--- config.mk ---
export PLATFORM = sky130hd
export DESIGN_NAME = cmp_pin_unit
export DESIGN_NICKNAME = d
export VERILOG_FILES = /design/src/rtl/cmp_pin_pkg.sv /design/src/rtl/cmp_pin_ctrl.sv /design/src/rtl/cmp_pin_dp.sv /design/src/rtl/cmp_pin_unit.sv
export SDC_FILE = /design/constraint.sdc
export NUM_CORES = 1
export LEC_CHECK = 0
export ABC_AREA = 1
export BUFFER_PORTS_ARGS = -buffer_cell sky130_fd_sc_hd__buf_2
export CORE_AREA = 3 3 40 42
export CTS_BUF_LIST = sky130_fd_sc_hd__clkbuf_8 sky130_fd_sc_hd__clkbuf_16
export DETAILED_ROUTE_END_ITERATION = 7
export DIE_AREA = 0 0 43 45
export SLEW_MARGIN = 0
export SYNTH_ARGS = -nofsm -noshare
export SYNTH_HDL_FRONTEND = slang
export SYNTH_SLANG_ARGS = --single-unit
--- constraint.sdc ---
create_clock -name clk -period 1.55 [get_ports clk]
set_input_delay 0.0775 -clock clk [delete_from_list [all_inputs] [get_ports clk]]
set_output_delay 0.0775 -clock clk [all_outputs]
set_load 0.01 [all_outputs]
--- src/rtl/cmp_pin_pkg.sv ---
package cmp_pin_pkg;
  localparam int FIELD_W = 2;
  localparam int CLASS_W = 2;

  typedef enum logic [CLASS_W-1:0] {
    CLS_PLAIN  = 2'd0,
    CLS_SINGLE = 2'd1,
    CLS_DUAL   = 2'd2,
    CLS_RSVD   = 2'd3
  } modeClass_e;

  typedef enum logic [FIELD_W-1:0] {
    FLD_OFF    = 2'd0,
    FLD_TOGGLE = 2'd1,
    FLD_LOW    = 2'd2,
    FLD_HIGH   = 2'd3
  } fieldCode_e;

  // strobes from control to datapath; at most one is high
  typedef struct packed {
    logic doSet;
    logic doClr;
    logic doTgl;
  } ocStrobe_t;
endpackage

--- src/rtl/cmp_pin_ctrl.sv ---
module cmp_pin_ctrl
  import cmp_pin_pkg::*;
(
  input  logic [FIELD_W-1:0] comReg,
  input  logic [CLASS_W-1:0] modeClass,
  input  logic               matchPulse,
  input  logic               bottomEvt,
  input  logic               countDown,
  input  logic               forceStrobe,
  output ocStrobe_t          strobe
);
  fieldCode_e fld;
  modeClass_e cls;
  logic       plainHit;

  assign fld      = fieldCode_e'(comReg);
  assign cls      = modeClass_e'(modeClass);
  assign plainHit = matchPulse | forceStrobe;

  always_comb begin
    strobe = '0;
    unique case (cls)
      CLS_PLAIN: begin
        if (plainHit) begin
          unique case (fld)
            FLD_TOGGLE: strobe.doTgl = 1'b1;
            FLD_LOW:    strobe.doClr = 1'b1;
            FLD_HIGH:   strobe.doSet = 1'b1;
            default:    strobe = '0;
          endcase
        end
      end
      CLS_SINGLE: begin
        if (matchPulse) begin
          strobe.doClr = (fld == FLD_LOW);
          strobe.doSet = (fld == FLD_HIGH);
        end else if (bottomEvt) begin
          strobe.doSet = (fld == FLD_LOW);
          strobe.doClr = (fld == FLD_HIGH);
        end
      end
      CLS_DUAL: begin
        if (matchPulse) begin
          strobe.doClr = ((fld == FLD_LOW) & ~countDown) | ((fld == FLD_HIGH) & countDown);
          strobe.doSet = ((fld == FLD_LOW) & countDown) | ((fld == FLD_HIGH) & ~countDown);
        end
      end
      default: strobe = '0;
    endcase
  end
endmodule

--- src/rtl/cmp_pin_dp.sv ---
module cmp_pin_dp
  import cmp_pin_pkg::*;
#(
  parameter bit OC_RESET = 1'b0
) (
  input  logic               clk,
  input  logic               rstN,
  input  logic [FIELD_W-1:0] comField,
  input  ocStrobe_t          strobe,
  input  logic               portData,
  input  logic               portDir,
  output logic [FIELD_W-1:0] comReg,
  output logic               ocState,
  output logic               pinOut,
  output logic               pinOe
);
  logic ocNext;
  logic override;

  always_comb begin
    ocNext = ocState;
    if (strobe.doSet)      ocNext = 1'b1;
    else if (strobe.doClr) ocNext = 1'b0;
    else if (strobe.doTgl) ocNext = ~ocState;
  end

  always_ff @(posedge clk or negedge rstN) begin
    if (!rstN) begin
      comReg  <= '0;
      ocState <= OC_RESET;
    end else begin
      comReg  <= comField;
      ocState <= ocNext;
    end
  end

  assign override = |comReg;
  assign pinOut   = override ? ocState : portData;
  assign pinOe    = portDir;
endmodule

--- src/rtl/cmp_pin_unit.sv ---
module cmp_pin_unit
  import cmp_pin_pkg::*;
#(
  parameter bit OC_RESET = 1'b0
) (
  input  logic       clk,
  input  logic       rstN,
  input  logic       matchPulse,
  input  logic       bottomEvt,
  input  logic       countDown,
  input  logic [1:0] modeClass,
  input  logic [1:0] comField,
  input  logic       forceStrobe,
  input  logic       portData,
  input  logic       portDir,
  output logic       pinOut,
  output logic       pinOe
);
  ocStrobe_t          strobe;
  logic [FIELD_W-1:0] comReg;
  logic               ocState;

  cmp_pin_ctrl u_ctrl (
    .comReg      (comReg),
    .modeClass   (modeClass),
    .matchPulse  (matchPulse),
    .bottomEvt   (bottomEvt),
    .countDown   (countDown),
    .forceStrobe (forceStrobe),
    .strobe      (strobe)
  );

  cmp_pin_dp #(.OC_RESET(OC_RESET)) u_dp (
    .clk      (clk),
    .rstN     (rstN),
    .comField (comField),
    .strobe   (strobe),
    .portData (portData),
    .portDir  (portDir),
    .comReg   (comReg),
    .ocState  (ocState),
    .pinOut   (pinOut),
    .pinOe    (pinOe)
  );
endmodule

==> qor.txt <==
status: completed
initial antenna violation count: 0
synth top area cells: dfrtp_1 30%, nand2_1 24%, inv_1 12%, o21ai_0 9.9%, nor2_1 8.9%
register area share after synthesis: 0.296
layout cells sized above 1: 0.242
Rows: 13
Routed Antenna Nets: 0
leading cell types by count after synthesis: 16 x nand2_1, 8 x inv_1, 6 x nor2_1
Final Setup Violations: 0
post-route DRC violation count: 0
Buf+Inv Stages, Crit Path: 1
CTS tree: done
TritonRoute pass-1 iters: 4
CTS Sinks: 3
Int Pwr: 0.294 mW
initial DRC count: 3
crit path time final: 1110 ps
clock tree buffer depth: 2
Post-synth ARST share: 1.00
DIE AREA: 0.00194 mm2
Initial Utilization: 0.198
routed wire length: 577 um
cell area after synthesis: 254 um2
# nets final: 75
WS Path Type: reg -> out
CTS Root Cell: clkbuf_8
post-synthesis net count: 57
Port Buffers: 11
FMAX: 0.900 GHz
largest net degree at the start of global routing: 7
switching power: 0.101 mW
Design Power: 0.395 mW
Die Y: 45 um
chip width: 43 um
pre-CTS setup slack: 541 ps
core area: 0.00128 mm2
EDFF count, synth: 0
Logic pwr share: 0.202
CP arrival: 1030 ps
Synth top area share: 0.296
crit-path max FO: 4
slew at the pin with the worst max-slew slack: 142 ps
Hold Vio Cnt, Final: 0
post-route insts no fill: 77
gpl congestion: 0.800
final worst setup slack: 439 ps
CP Launch Type: register
clk_skew: 0.442 ps
synth unique cells: 11
Slew headroom: 0.904
RSZ-0062 raised after global routing: no
worst vdd ir: 0.000431 V
Max stage delay cell, worst path: dfrtp_1
Pwr per Cell Area: 999 mW/mm2
Remaining Overflow, GRT: 0
Pins Over Slew Limit: 0
#FFs+latches synth: 3
Hold WC Path Type: in -> out
CP cell instances: nor2_1 > nand2_1 > o21ai_0 > buf_2
clock network fraction of total power: 0.552
first-pass GRT wire length: 993 um
Core Util, Final: 0.308
post-CTS sizing: 0
Net Sw Frac: 0.256
dpl hpwl: 463 um
Area growth, synth to finish: 55.7%
post-synth top area cell: dfrtp_1
endpoint class of the critical path: output pin
warnings from Yosys: 0
Inserted Clock Buffers: 3
vias: 299
top-count cell post-synth: nand2_1
GRT Util Overall: 0.0701
Syn Area/Cell: 5.64 um2
Placed Instances: 70
family with the most delay on the worst path: flip-flops
detailed-route vias per instance: 3.88
vias in the first global route: 288
routed len/inst: 7.49 um
Clk Latency, worst-skew pair: 210 ps
crit-path max cell delay: 400 ps
maximum capacitance violations: 0
Worst-path clk slew: 30 ps
ys flop type: dfrtp_1
Ports: 14
Flop pwr share: 0.246
post-route setup TNS: 0 ps
H-tree depth: 1
Final period util: 0.717
Gate Count Post-Synth: 45
antenna diode count: 0
WP data required: 1470 ps
Leak: 0.242 nW
==> flip-flops by register name, summed over array words and instances (netlist names) <==
name          count
u_dp.comReg       2
u_dp.ocState      1
==> cells in the final DEF (no fill, tap or decap), drive strengths merged <==
cell          n
nand3b        1
dfrtp         3
nor2          6
a21oi         1
nand3         2
inv          10
nand2        16
o21ai         5
clkbuf        3
dlygate4sd3   3
buf          11
o21bai        1
==> stage by stage <==
stage	hold slack (ps)	instance area, um2
2_1_floorplan	-218	254
3_3_place_gp	-123	320
3_5_place_dp	-123	320
4_1_cts	155	395
5_1_grt	155	395
6_report	155	395
==> what timing repair did <==
| action | CTS | global route |
|---|---|---|
| hold buffers | 3 | 0 |
| buffers inserted | 0 | 0 |
| hold endpoints to repair | 5 | 0 |
==> path summary, 6_finish.rpt <==
kind	startpoint	end	slack (ps)	depth (start not counted)
max reg2reg	u_dp.comReg[1]	u_dp.ocState	530	6
max	u_dp.comReg[0]	pinOut	440	4
min	portDir	pinOe	160	0
min reg2reg	u_dp.ocState	u_dp.ocState	700	4
max in group asynchronous	rstN	u_dp.comReg[1]	1260	2
min in group asynchronous	rstN	u_dp.ocState	190	2
==> kinds of logic (layout without fill, tap and decap cells) <==
| family | count (synthesis) | in the layout | synth area share |
|---|---|---|---|
| and+or+nand+nor | 25 | 25 | 0.394 |
| AOI/OAI and AO/OA | 7 | 7 | 0.148 |
| DFF | 3 | 3 | 0.296 |
| buffers and inverters | 10 | 27 | 0.163 |
==> power groups by stage <==
stage	combinational (mW)	clock, mW	sequential (mW)
floorplan	0.0484	0	0.0951
global placement	0.0752	0	0.0971
detailed placement	0.0744	0	0.0976
CTS	0.0803	0.227	0.0968
global route	0.0928	0.228	0.0988
finish	0.0798	0.218	0.0969
==> routing by layer <==
metal | GRT usage | vias to the layer above | routed length (um)
li1 | - | 171 | -
met2 | 0.102 | 11 | 242
met3 | 0.0159 | 0 | 50
met4 | 0.0723 | 0 | 0
met1 | 0.0823 | 117 | 284
met5 | 0 | - | 0
==> area by class of cell <==
| type | count | area [um2] |
|---|---|---|
| Fill cell | 146 | 890 |
| Multi-Input combinational cell | 32 | 138 |
| Timing Repair Buffer | 14 | 85.1 |
| Sequential cell | 3 | 75.1 |
| Clock buffer | 3 | 41.3 |
| Inverter | 9 | 33.8 |
| Tap cell | 15 | 18.8 |
| Clock inverter | 1 | 3.75 |
No activity file was read; power rests on OpenSTA's default activity.
